--- src/rtl/xrom_pkg.sv ---
package xrom_pkg;
  localparam int NWIN   = 3;
  localparam int IDX_W  = $clog2(NWIN);
  localparam int ADDR_W = 26;
  localparam int WAIT_W = 3;
  localparam int BASE_W = 32 - ADDR_W;
  localparam int CFG_W  = 6 + 2 * WAIT_W + BASE_W;
  localparam int TAG_W  = ADDR_W - 3;
  localparam int HWA_W  = 30;

  typedef struct packed {
    logic [1:0]        width;
    logic              bus;
    logic              page;
    logic              wp;
    logic [WAIT_W-1:0] wfull;
    logic [WAIT_W-1:0] wpage;
  } acc_cfg_t;

  typedef struct packed {
    logic              en;
    logic [BASE_W-1:0] base;
    acc_cfg_t          acc;
  } win_cfg_t;

  typedef enum logic [1:0] {SQ_IDLE, SQ_ACC, SQ_RSP} seq_st_e;

  function automatic logic width_ok(input logic [1:0] w, input logic bus);
    return (w == 2'd0) || (w == 2'd1) || ((w == 2'd2) && bus);
  endfunction

  function automatic win_cfg_t unpack_cfg(input logic [CFG_W-1:0] d);
    win_cfg_t c;
    c.en        = d[0];
    c.acc.width = d[2:1];
    c.acc.bus   = d[3];
    c.acc.page  = d[4];
    c.acc.wp    = d[5];
    c.acc.wfull = d[6 +: WAIT_W];
    c.acc.wpage = d[6 + WAIT_W +: WAIT_W];
    c.base      = d[6 + 2 * WAIT_W +: BASE_W];
    return c;
  endfunction

  function automatic logic [1:0] last_beat(input logic [1:0] w);
    case (w)
      2'd0:    return 2'd3;
      2'd1:    return 2'd1;
      default: return 2'd0;
    endcase
  endfunction
endpackage

--- src/rtl/xrom_cfg_regs.sv ---
module xrom_cfg_regs
  import xrom_pkg::*;
#(
  parameter logic [BASE_W-1:0] BOOT_BASE  = '1,
  parameter logic [WAIT_W-1:0] BOOT_WAIT  = '1,
  parameter logic [WAIT_W-1:0] BOOT_PWAIT = '1
) (
  input  logic                   clk,
  input  logic                   rst_n,
  input  logic                   pwr_good,
  input  logic [1:0]             strap_width,
  input  logic                   strap_bus,
  input  logic                   cfg_we,
  input  logic [IDX_W-1:0]       cfg_sel,
  input  logic [CFG_W-1:0]       cfg_wdata,
  output win_cfg_t [NWIN-1:0]    cfg_o,
  output logic                   cfg_err
);
  logic pg_s1, pg_s2, strap_done, capture;
  logic [1:0] boot_w_q;
  logic boot_bus_q, boot_ok_q;
  logic boot_page_q, boot_wp_q, boot_page_d, boot_wp_d;
  logic [WAIT_W-1:0] boot_fw_q, boot_pw_q, boot_fw_d, boot_pw_d;
  logic [NWIN-1:0] bad;
  logic cfg_err_d;
  win_cfg_t wr_cfg;

  assign wr_cfg  = unpack_cfg(cfg_wdata);
  assign capture = pg_s2 && !strap_done;

  always_ff @(posedge clk or negedge rst_n) begin
    if (!rst_n) begin
      pg_s1 <= 1'b0;
      pg_s2 <= 1'b0;
    end else begin
      pg_s1 <= pwr_good;
      pg_s2 <= pg_s1;
    end
  end

  always_ff @(posedge clk or negedge rst_n) begin
    if (!rst_n) begin
      strap_done <= 1'b0;
      boot_w_q   <= 2'd0;
      boot_bus_q <= 1'b0;
      boot_ok_q  <= 1'b0;
    end else if (capture) begin
      strap_done <= 1'b1;
      boot_w_q   <= strap_width;
      boot_bus_q <= strap_bus;
      boot_ok_q  <= width_ok(strap_width, strap_bus);
    end
  end

  always_comb begin
    boot_page_d = boot_page_q;
    boot_wp_d   = boot_wp_q;
    boot_fw_d   = boot_fw_q;
    boot_pw_d   = boot_pw_q;
    if (cfg_we && (cfg_sel == '0)) begin
      boot_page_d = wr_cfg.acc.page;
      boot_wp_d   = wr_cfg.acc.wp;
      boot_fw_d   = wr_cfg.acc.wfull;
      boot_pw_d   = wr_cfg.acc.wpage;
    end
  end

  always_ff @(posedge clk or negedge rst_n) begin
    if (!rst_n) begin
      boot_page_q <= 1'b0;
      boot_wp_q   <= 1'b0;
      boot_fw_q   <= BOOT_WAIT;
      boot_pw_q   <= BOOT_PWAIT;
    end else begin
      boot_page_q <= boot_page_d;
      boot_wp_q   <= boot_wp_d;
      boot_fw_q   <= boot_fw_d;
      boot_pw_q   <= boot_pw_d;
    end
  end

  assign cfg_o[0] = '{en: strap_done && boot_ok_q, base: BOOT_BASE,
                      acc: '{width: boot_w_q, bus: boot_bus_q, page: boot_page_q,
                             wp: boot_wp_q, wfull: boot_fw_q, wpage: boot_pw_q}};
  assign bad[0] = capture && !width_ok(strap_width, strap_bus);

  for (genvar gi = 1; gi < NWIN; gi++) begin : g_opt
    win_cfg_t win_q, win_d;
    logic     hit_sel;
    assign hit_sel = cfg_we && (cfg_sel == IDX_W'(gi));
    always_comb begin
      win_d = win_q;
      if (hit_sel) begin
        win_d    = wr_cfg;
        win_d.en = wr_cfg.en && width_ok(wr_cfg.acc.width, wr_cfg.acc.bus);
      end
    end
    always_ff @(posedge clk or negedge rst_n) begin
      if (!rst_n) win_q <= '0;
      else        win_q <= win_d;
    end
    assign cfg_o[gi] = win_q;
    assign bad[gi]   = hit_sel && wr_cfg.en && !width_ok(wr_cfg.acc.width, wr_cfg.acc.bus);
  end

  assign cfg_err_d = cfg_err || (|bad);

  always_ff @(posedge clk or negedge rst_n) begin
    if (!rst_n) cfg_err <= 1'b0;
    else        cfg_err <= cfg_err_d;
  end

  AST_BOOT_HELD: assert property (@(posedge clk) disable iff (!rst_n)
    strap_done |=> ($stable(boot_w_q) && $stable(boot_bus_q)));
  AST_CFGERR_STICKY: assert property (@(posedge clk) disable iff (!rst_n)
    cfg_err |=> cfg_err);
endmodule

--- src/rtl/xrom_decode.sv ---
module xrom_decode
  import xrom_pkg::*;
(
  input  logic [NWIN-1:0]             win_en,
  input  logic [NWIN-1:0][BASE_W-1:0] win_base,
  input  logic [BASE_W-1:0]           hi_addr,
  output logic                        hit,
  output logic [IDX_W-1:0]            idx
);
  logic [NWIN-1:0] match;

  for (genvar gi = 0; gi < NWIN; gi++) begin : g_match
    assign match[gi] = win_en[gi] && (win_base[gi] == hi_addr);
  end

  always_comb begin
    hit = |match;
    idx = '0;
    for (int i = NWIN - 1; i >= 0; i--) begin
      if (match[i]) idx = IDX_W'(i);
    end
  end
endmodule

--- src/rtl/xrom_seq.sv ---
module xrom_seq
  import xrom_pkg::*;
(
  input  logic                 clk,
  input  logic                 rst_n,
  input  logic                 req_valid,
  input  logic                 req_write,
  input  logic [ADDR_W-3:0]    req_wlo,
  input  logic [31:0]          req_wdata,
  input  logic                 dec_hit,
  input  logic [IDX_W-1:0]     dec_idx,
  input  acc_cfg_t             dec_acc,
  input  logic                 cfg_touch,
  output logic                 req_ready,
  output logic                 resp_valid,
  output logic [31:0]          resp_rdata,
  output logic                 resp_err,
  output logic                 acc_err,
  output logic [NWIN-1:0]      rom_cs_n,
  output logic                 rom_oe_n,
  output logic                 rom_we_n,
  output logic [ADDR_W-1:0]    rom_addr,
  output logic [31:0]          rom_dout,
  input  logic [31:0]          rom_din,
  output logic                 rom_dbus_sel
);
  seq_st_e            st_q, st_d;
  logic [WAIT_W-1:0]  cnt_q, cnt_d;
  logic [1:0]         beat_q, beat_d;
  logic [IDX_W-1:0]   idx_q, idx_d, pgw_q, pgw_d;
  logic               wr_q, wr_d, err_q, err_d, pgv_q, pgv_d, aerr_q, aerr_d;
  logic [ADDR_W-1:0]  base_q, base_d;
  logic [31:0]        wdata_q, wdata_d, rdata_q, rdata_d;
  acc_cfg_t           cur_q, cur_d;
  logic [TAG_W-1:0]   pgt_q, pgt_d;
  logic [ADDR_W-1:0]  beat_off, nxt_off, beat_addr, nxt_addr;
  logic               acc_hit, nxt_hit, in_acc;

  assign beat_off  = ADDR_W'(beat_q) << cur_q.width;
  assign nxt_off   = ADDR_W'(beat_q + 2'd1) << cur_q.width;
  assign beat_addr = base_q + beat_off;
  assign nxt_addr  = base_q + nxt_off;
  assign acc_hit   = dec_acc.page && !req_write && pgv_q && (pgw_q == dec_idx) &&
                     (pgt_q == req_wlo[ADDR_W-3:1]);
  assign nxt_hit   = cur_q.page && !wr_q &&
                     (nxt_addr[ADDR_W-1:3] == beat_addr[ADDR_W-1:3]);
  assign in_acc    = (st_q == SQ_ACC);

  always_comb begin
    st_d = st_q;       cnt_d = cnt_q;     beat_d = beat_q;   idx_d = idx_q;
    wr_d = wr_q;       base_d = base_q;   wdata_d = wdata_q; rdata_d = rdata_q;
    err_d = err_q;     cur_d = cur_q;     pgv_d = pgv_q;     pgw_d = pgw_q;
    pgt_d = pgt_q;     aerr_d = aerr_q;
    unique case (st_q)
      SQ_IDLE: begin
        if (req_valid) begin
          wr_d    = req_write;
          base_d  = {req_wlo, 2'b00};
          wdata_d = req_wdata;
          rdata_d = '0;
          beat_d  = 2'd0;
          idx_d   = dec_idx;
          cur_d   = dec_acc;
          if (!dec_hit || (req_write && dec_acc.wp)) begin
            st_d   = SQ_RSP;
            err_d  = 1'b1;
            aerr_d = 1'b1;
            pgv_d  = 1'b0;
          end else begin
            st_d  = SQ_ACC;
            err_d = 1'b0;
            cnt_d = acc_hit ? dec_acc.wpage : dec_acc.wfull;
            if (req_write) pgv_d = 1'b0;
          end
        end
      end
      SQ_ACC: begin
        if (cnt_q == '0) begin
          if (!wr_q) begin
            case (cur_q.width)
              2'd0:    rdata_d[{beat_q, 3'b000} +: 8]     = rom_din[7:0];
              2'd1:    rdata_d[{beat_q[0], 4'b0000} +: 16] = rom_din[15:0];
              default: rdata_d = rom_din;
            endcase
            pgv_d = 1'b1;
            pgw_d = idx_q;
            pgt_d = beat_addr[ADDR_W-1:3];
          end
          if (beat_q == last_beat(cur_q.width)) begin
            st_d = SQ_RSP;
          end else begin
            beat_d = beat_q + 2'd1;
            cnt_d  = nxt_hit ? cur_q.wpage : cur_q.wfull;
          end
        end else begin
          cnt_d = cnt_q - 1'b1;
        end
      end
      SQ_RSP:  st_d = SQ_IDLE;
      default: st_d = SQ_IDLE;
    endcase
    if (cfg_touch) pgv_d = 1'b0;
  end

  always_ff @(posedge clk or negedge rst_n) begin
    if (!rst_n) begin
      st_q <= SQ_IDLE;  cnt_q <= '0;   beat_q <= '0;  idx_q <= '0;
      wr_q <= 1'b0;     base_q <= '0;  wdata_q <= '0; rdata_q <= '0;
      err_q <= 1'b0;    cur_q <= '0;   pgv_q <= 1'b0; pgw_q <= '0;
      pgt_q <= '0;      aerr_q <= 1'b0;
    end else begin
      st_q <= st_d;     cnt_q <= cnt_d;   beat_q <= beat_d;   idx_q <= idx_d;
      wr_q <= wr_d;     base_q <= base_d; wdata_q <= wdata_d; rdata_q <= rdata_d;
      err_q <= err_d;   cur_q <= cur_d;   pgv_q <= pgv_d;     pgw_q <= pgw_d;
      pgt_q <= pgt_d;   aerr_q <= aerr_d;
    end
  end

  for (genvar gi = 0; gi < NWIN; gi++) begin : g_cs
    assign rom_cs_n[gi] = !(in_acc && (idx_q == IDX_W'(gi)));
  end

  assign req_ready    = (st_q == SQ_IDLE);
  assign resp_valid   = (st_q == SQ_RSP);
  assign resp_rdata   = rdata_q;
  assign resp_err     = err_q;
  assign acc_err      = aerr_q;
  assign rom_oe_n     = !(in_acc && !wr_q);
  assign rom_we_n     = !(in_acc && wr_q);
  assign rom_addr     = beat_addr;
  assign rom_dout     = wdata_q >> {beat_off[1:0], 3'b000};
  assign rom_dbus_sel = cur_q.bus;

  AST_CS_ONEHOT: assert property (@(posedge clk) disable iff (!rst_n)
    $onehot0(~rom_cs_n) && !(!rom_oe_n && !rom_we_n));
  AST_WP_NO_STROBE: assert property (@(posedge clk) disable iff (!rst_n)
    !rom_we_n |-> !cur_q.wp);
  AST_RESP_PULSE: assert property (@(posedge clk) disable iff (!rst_n)
    resp_valid |=> !resp_valid);
  AST_BEAT_HOLD: assert property (@(posedge clk) disable iff (!rst_n)
    (in_acc && cnt_q != '0) |=> (in_acc && $stable(rom_addr)));
  AST_NO_WIDE_GP: assert property (@(posedge clk) disable iff (!rst_n)
    in_acc |-> width_ok(cur_q.width, cur_q.bus));
  AST_ACCERR_STICKY: assert property (@(posedge clk) disable iff (!rst_n)
    acc_err |=> acc_err);
endmodule

--- src/rtl/xrom_bridge.sv ---
module xrom_bridge
  import xrom_pkg::*;
#(
  parameter logic [BASE_W-1:0] BOOT_BASE  = '1,
  parameter logic [WAIT_W-1:0] BOOT_WAIT  = '1,
  parameter logic [WAIT_W-1:0] BOOT_PWAIT = '1
) (
  input  logic                 clk,
  input  logic                 rst_n,
  input  logic                 pwr_good,
  input  logic [1:0]           strap_width,
  input  logic                 strap_bus,
  input  logic                 cfg_we,
  input  logic [IDX_W-1:0]     cfg_sel,
  input  logic [CFG_W-1:0]     cfg_wdata,
  input  logic                 req_valid,
  output logic                 req_ready,
  input  logic                 req_write,
  input  logic [HWA_W-1:0]     req_waddr,
  input  logic [31:0]          req_wdata,
  output logic                 resp_valid,
  output logic [31:0]          resp_rdata,
  output logic                 resp_err,
  output logic                 cfg_err,
  output logic                 acc_err,
  output logic [NWIN-1:0]      rom_cs_n,
  output logic                 rom_oe_n,
  output logic                 rom_we_n,
  output logic [ADDR_W-1:0]    rom_addr,
  output logic [31:0]          rom_dout,
  input  logic [31:0]          rom_din,
  output logic                 rom_dbus_sel
);
  logic rs1_q, rs2_q, rst_sync_n;
  win_cfg_t [NWIN-1:0] cfg_all;
  logic [NWIN-1:0] win_en;
  logic [NWIN-1:0][BASE_W-1:0] win_base;
  logic dec_hit;
  logic [IDX_W-1:0] dec_idx;

  always_ff @(posedge clk or negedge rst_n) begin
    if (!rst_n) begin
      rs1_q <= 1'b0;
      rs2_q <= 1'b0;
    end else begin
      rs1_q <= 1'b1;
      rs2_q <= rs1_q;
    end
  end
  assign rst_sync_n = rs2_q;

  xrom_cfg_regs #(
    .BOOT_BASE(BOOT_BASE), .BOOT_WAIT(BOOT_WAIT), .BOOT_PWAIT(BOOT_PWAIT)
  ) u_cfg (
    .clk(clk), .rst_n(rst_sync_n), .pwr_good(pwr_good),
    .strap_width(strap_width), .strap_bus(strap_bus),
    .cfg_we(cfg_we), .cfg_sel(cfg_sel), .cfg_wdata(cfg_wdata),
    .cfg_o(cfg_all), .cfg_err(cfg_err)
  );

  for (genvar gi = 0; gi < NWIN; gi++) begin : g_split
    assign win_en[gi]   = cfg_all[gi].en;
    assign win_base[gi] = cfg_all[gi].base;
  end

  xrom_decode u_dec (
    .win_en(win_en), .win_base(win_base),
    .hi_addr(req_waddr[HWA_W-1 -: BASE_W]),
    .hit(dec_hit), .idx(dec_idx)
  );

  xrom_seq u_seq (
    .clk(clk), .rst_n(rst_sync_n),
    .req_valid(req_valid), .req_write(req_write),
    .req_wlo(req_waddr[ADDR_W-3:0]), .req_wdata(req_wdata),
    .dec_hit(dec_hit), .dec_idx(dec_idx), .dec_acc(cfg_all[dec_idx].acc),
    .cfg_touch(cfg_we),
    .req_ready(req_ready), .resp_valid(resp_valid), .resp_rdata(resp_rdata),
    .resp_err(resp_err), .acc_err(acc_err),
    .rom_cs_n(rom_cs_n), .rom_oe_n(rom_oe_n), .rom_we_n(rom_we_n),
    .rom_addr(rom_addr), .rom_dout(rom_dout), .rom_din(rom_din),
    .rom_dbus_sel(rom_dbus_sel)
  );
endmodule

--- config.mk ---
export PLATFORM = sky130hd
export DESIGN_NAME = xrom_bridge
export DESIGN_NICKNAME = d
export VERILOG_FILES = /design/src/rtl/xrom_pkg.sv /design/src/rtl/xrom_cfg_regs.sv /design/src/rtl/xrom_decode.sv /design/src/rtl/xrom_seq.sv /design/src/rtl/xrom_bridge.sv
export SDC_FILE = /design/constraint.sdc
export NUM_CORES = 1
export LEC_CHECK = 0
export BUFFER_PORTS_ARGS = -buffer_cell sky130_fd_sc_hd__buf_2
export CAP_MARGIN = 20
export CORE_MARGIN = 4
export CORE_UTILIZATION = 40
export CTS_CLUSTER_SIZE = 24
export DETAILED_ROUTE_END_ITERATION = 7
export GPL_ROUTABILITY_DRIVEN = 0
export PLACE_DENSITY_LB_ADDON = 0.25
export SYNTH_ARGS = -nofsm -noshare
export SYNTH_HDL_FRONTEND = slang
export SYNTH_HIERARCHICAL = 1
export SYNTH_SLANG_ARGS = --single-unit
--- constraint.sdc ---
create_clock -name clk -period 16.6 [get_ports clk]
set_clock_uncertainty 0.2 [all_clocks]
set_input_delay 1.66 -clock clk [delete_from_list [all_inputs] [get_ports clk]]
set_output_delay 1.66 -clock clk [all_outputs]
set_load 0.02 [all_outputs]
[Word-level counts from Yosys, hierarchy flattened]
Index checks and enable logic that the tools add are counted.
Widths: inputs -> output; s select.
Word-level totals
  flip-flop bits (word level): 190
  input bits: 123
  output and inout bits: 101
  logic and storage cells: 195
Cells by class
  add/sub/neg operators: 7
  $lt $le $gt $ge: 1
  eq/ne operators: 29
  shift operators: 7
  mux-type cells: 39
  bitwise gates (word level): 1
  reduce and logical (&&, ||, !) cells: 64
Operators with widths (number)
  $pmux 32 s2: 2
  $mux 32: 3
  $bwmux 32: 2
  $add 26x26->26: 2
  $eq 23x23->1: 2
  $bmux 18 s2: 1
  $shift 16x7->32 const A: 1
  $shift 8x7->32 const A: 1
  $shiftx 16x7->32: 1
  $shiftx 8x7->32: 1
  $shr 32x5->32: 1
  $logic_and 1x1->1: 28
  $shl 2x2->26: 1
  $shl 26x2->26: 1
  $mux 2: 12
  $mux 3: 6
  $neg 5->7: 2
  $eq 2x1->1 const B: 6
  $eq 6x6->1: 2
  $logic_not 2->1: 6
  $ne 2x2->1 const B: 6
  $ne 3x3->1 const B: 4
  $pmux 2 s2: 3
  $reduce_and 4->1: 3
  other kinds (22): 51

[Longest topological paths before layout]
  word-level depth: 15
  mapped depth: 14
  gate-level depth less buffers: 12

[Modules after synthesis]
Netlist, hierarchy kept.
Modules (own cells, without submodules)
  xrom_seq: times used 1, cells an instance 826, area each 7883.8 µm², seq. area each 3403.3 µm²
  xrom_cfg_regs: times used 1, cells an instance 139, area each 2026.9 µm², seq. area each 1308.8 µm²
  xrom_bridge: times used 1, cells an instance 29, area each 286.5 µm², seq. area each 50.0 µm²
  xrom_decode: times used 1, cells an instance 27, area each 229.0 µm², seq. area each 0.0 µm²

[Worst setup path after synthesis]
OpenSTA, ideal clock, no wires.
  path type: register to output
  start: reg u_seq/cur_q[10] in the netlist's numbering
  end: out rom_addr[24]
  arrival: 2.990 ns
  data required time: 14.740 ns
  slack: 11.750 ns
  cell stages (with the launch flop): 13
  buffers on the path: 3
  cell sequence: dfrtp_1 -> buf_2 -> clkbuf_1 -> clkbuf_1 -> o22ai_1 -> ha_1 -> fa_1 -> a21o_1 -> nand2_1 -> nor3_2 -> and3_1 -> nor2b_1 -> xnor2_1
On the way
  cells in the longest elaborated chain, start to end: 2
Ends and longest elaborated chain
  start, declared: RTL line xrom_seq.sv:34  | acc_cfg_t cur_q, cur_d;
  start signal, assigned: RTL line xrom_seq.sv:114  | err_q <= err_d; cur_q <= cur_d; pgv_q <= pgv_d; pgw_q <= pgw_d;
  $shl 2x2->26: RTL line xrom_seq.sv:39  | assign beat_off = ADDR_W'(beat_q) << cur_q.width;
  $add 26x26->26: RTL line xrom_seq.sv:41  | assign beat_addr = base_q + beat_off;
  end, declared: RTL line xrom_bridge.sv:29  | output logic [ADDR_W-1:0] rom_addr,
Every way passes these cells.

[Worst setup path in the final report]
  start: reg u_seq/cur_q[9] in the netlist's numbering
  end: out rom_addr[25]
The elaborated chain is that of the path after synthesis.

==> results.toml <==
[detailed_routing]
wl_per_cell_um = 18.3
avgViaCountPerCell = 5.37
vias = 8416
remaining_drc_errors = 0
drtIter0Drc = 678
routed_wl_mm = 28.6
first_pass_iters = 5
detail-route-antenna-nets = 0

[pwr]
p_leak_nw = 5.74
p_int_uw = 929
power_frac_seq_pct = 43.3
p_comb_share_pct = 26.3
sw_frac_of_total_pct = 33.0
p_sw_uw = 457
vdd_ir_drop_max_uv = 61.7
clkPwrFrac_pct = 30.4
p_per_area_mw_per_mm2 = 111

[critical_path]
endpoint = "rom_addr[25]"
ff2ff_path_depth = 12
path_class = "reg -> out"
r2r_end = "u_seq/cnt_q[0]"
cp.arrival_ps = 3500
critPathLaunchType = "register"
critPathRequiredTime_ps = 14740
end_kind = "output port"
startpoint = "u_seq/cur_q[9]"
rrSetupSlack_ps = 12640
cp_max_fo = 27
r2r_start = "u_cfg/cfg_o[52]"

[floorplanning]
die_w_um = 169
rows = 58
fp.dieArea_sq_mm = 0.0287
fp.dieH_um = 169
core_area_sq_mm = 0.0254
io_pins = 224
initial_core_util_pct = 41.0

[cells_and_area]
syn2layout_area_growth_pct = 19.5
layout.nets = 1359
utilization_pct = 49.1
drive_above_1_share_pct = 33.9

[global_routing]
grtUsageTotal_pct = 19.7
grt_pass1_vias = 8329
grt_max_degree = 82
grt_pass1_wl_mm = 45.1
grt-ovfl-total = 0
antenna_found_initial = 5

[synth]
synthSimpleGateAreaFrac_pct = 14.5
ys_seq_area_share_pct = 45.7
ys_seq_elements = 190
synth_compound_area_share_pct = 12.3
synth_edf_count = 0
yosys_warnings = 6
async_reset_ff_share_pct = 100
synthAdderAreaFrac_pct = 1.94
synth.avg_cell_area_sq_um = 10.2
synth_top_family_by_area = "multiplexers"
synth-xor-area-share_pct = 6.34
netlist_instances = 1021
synthMuxAreaShare_pct = 15.5
ys_types = 70
synthFlopType = "dfrtp_1"
syn_area_sq_mm = 0.0104

[timing]
period_minus_slack_ps = 5360
post-route-period-util_pct = 32.3
finalSetupViolCount = 0
tightestPinTransition_ps = 988
rsz0062_at_grt = "false"
setup_ws_ps = 11240
finalSetupTns_ps = 0
hold_violations = 0
fmax_mhz = 187
slew_violations = 0
relSlewSlack_pct = 33.6

[worst_hold_path]
min-delay-path-class = "reg -> reg"

[clock_network]
cts_hold_buf = 0
cts_buffers = 17
cts_tree = "yes"
htreeDepth = 4
post_cts_resized = 0
cts_buffer_depth = 2
numClockSinks = 190
root_buffer = "clkbuf_16"
post_cts.repair.setup_buffers = 0
clk_latency_ps = 440
clkTransAtPathRegs_ps = 70

[status]
outcome = "complete, no violations"

[placement]
pre_cts_ws_ps = 11220
portBuffers = 223
dp_hpwl_mm = 20.7

[flow_run]
max-cap-violations = 0
per-layer routing:
| metal | GRT usage (%) | part of all wire (%) | vias to the layer above |
|---|---|---|---|
| met4 | 7.00 | 2.7 | 4 |
| met1 | 27.3 | 45 | 4084 |
| met2 | 30.6 | 46 | 294 |
| met3 | 4.50 | 6.6 | 44 |
| li1 | - | - | 3990 |
| met5 | 0 | 0.084 | - |
Yosys cell counts, types with 6 or more instances:
cell / number / share of area [%]
mux2i_1: 30 / 2.9
nor2_1: 34 / 1.2
nand4_1: 10 / 0.60
dfrtp_1: 184 / 44
mux2_2: 114 / 12
a221oi_1: 21 / 1.8
nand3b_1: 6 / 0.43
o21ai_0: 54 / 2.6
ha_1: 13 / 1.6
nor3_1: 7 / 0.34
a211oi_1: 8 / 0.58
buf_1: 8 / 0.29
nand2b_1: 9 / 0.54
buf_2: 11 / 0.53
and3_1: 20 / 1.2
inv_1: 20 / 0.72
dfstp_2: 6 / 1.5
a221o_1: 8 / 0.77
nand3_1: 10 / 0.48
xor2_1: 30 / 2.5
nand2_1: 182 / 6.6
o21ai_1: 19 / 0.91
o22ai_1: 11 / 0.66
xnor2_1: 41 / 3.4
clkbuf_1: 30 / 1.1
buf_4: 11 / 0.79
nor2b_1: 10 / 0.60
o2bb2ai_1: 11 / 0.92
a21oi_1: 34 / 1.6
per-stage QoR:
stage               cells  total power [mW]  hold WS (ps)  instance area [sq um]
finish               1567              1.39           145                  12500
global placement     1527             0.961           137                  11800
CTS                  1560              1.40           149                  12400
floorplan            1026             0.851           131                  10400
detailed placement   1528             0.967           139                  11800
global route         1566              1.46           149                  12500
flip-flops by register name (all words and copies together), names as in the netlist, 2 cells and up:
name,cells
u_cfg/boot_w_q,2
u_seq/cnt_q,3
u_seq/cur_q,9
u_seq/wdata_q,32
u_seq/base_q,24
u_seq/pgt_q,23
u_seq/resp_rdata,32
u_seq/beat_q,2
u_cfg/boot_pw_q,3
u_cfg/cfg_o,36
u_seq/idx_q,2
u_cfg/boot_fw_q,3
u_seq/pgw_q,2
u_seq/st_q,2
cells by family after synthesis:
family | count (synthesis)
other | 2
buffers and inverters | 84
XOR/XNOR | 73
adder cells (fa/ha/maj) | 15
flip-flops | 190
AO/OA/AOI/OAI | 193
AND/OR/NAND/NOR | 318
multiplexers | 146
power groups by stage:
stage / combinational [mW] / clock, mW / sequential (mW)
floorplan: 0.262 / 0 / 0.589
global placement: 0.350 / 0 / 0.611
detailed placement: 0.355 / 0 / 0.612
CTS: 0.357 / 0.437 / 0.604
global route: 0.398 / 0.454 / 0.611
finish: 0.364 / 0.422 / 0.600
worst min-delay path by stage:
stage | from | to | slack, ps | cells past startpoint
global route | rs1_q | rs2_q | 150 | 0
finish | rs1_q | rs2_q | 150 | 0
global placement | rs1_q | rs2_q | 140 | 0
detailed placement | rs1_q | rs2_q | 140 | 0
CTS | rs1_q | rs2_q | 150 | 0
floorplan | rs1_q | rs2_q | 130 | 0
critical path, cell delays in order (launching register included):
cell	delay (ps)
dfrtp_1	620
buf_16	230
nand2_1	120
a21boi_0	370
ha_1	220
a21o_1	100
a21oi_2	120
nor4b_4	460
nand3_1	160
nor3_1	240
xor2_1	220
buf_2	200
layout by cell type, fill, tap and decap left out, drive strengths merged, types with 30 or more instances in the layout:
| master | count |
|---|---|
| a21oi | 37 |
| buf | 238 |
| dfrtp | 184 |
| mux2 | 116 |
| mux2i | 30 |
| nand2 | 182 |
| nor2 | 34 |
| o21ai | 74 |
| xnor2 | 42 |
| xor2 | 30 |
area by class of cell:
type                       instances  area (sq um)
antenna                            3          7.51
clock buffer                      20           447
clock inverter                    12           146
fill                            2392         12900
inverter                          22          82.6
multi-input combinational        752          5310
sequential                       190          4770
tap                              330           413
timing repair buffer             238          1290
(Power assumes the default switching activity.)
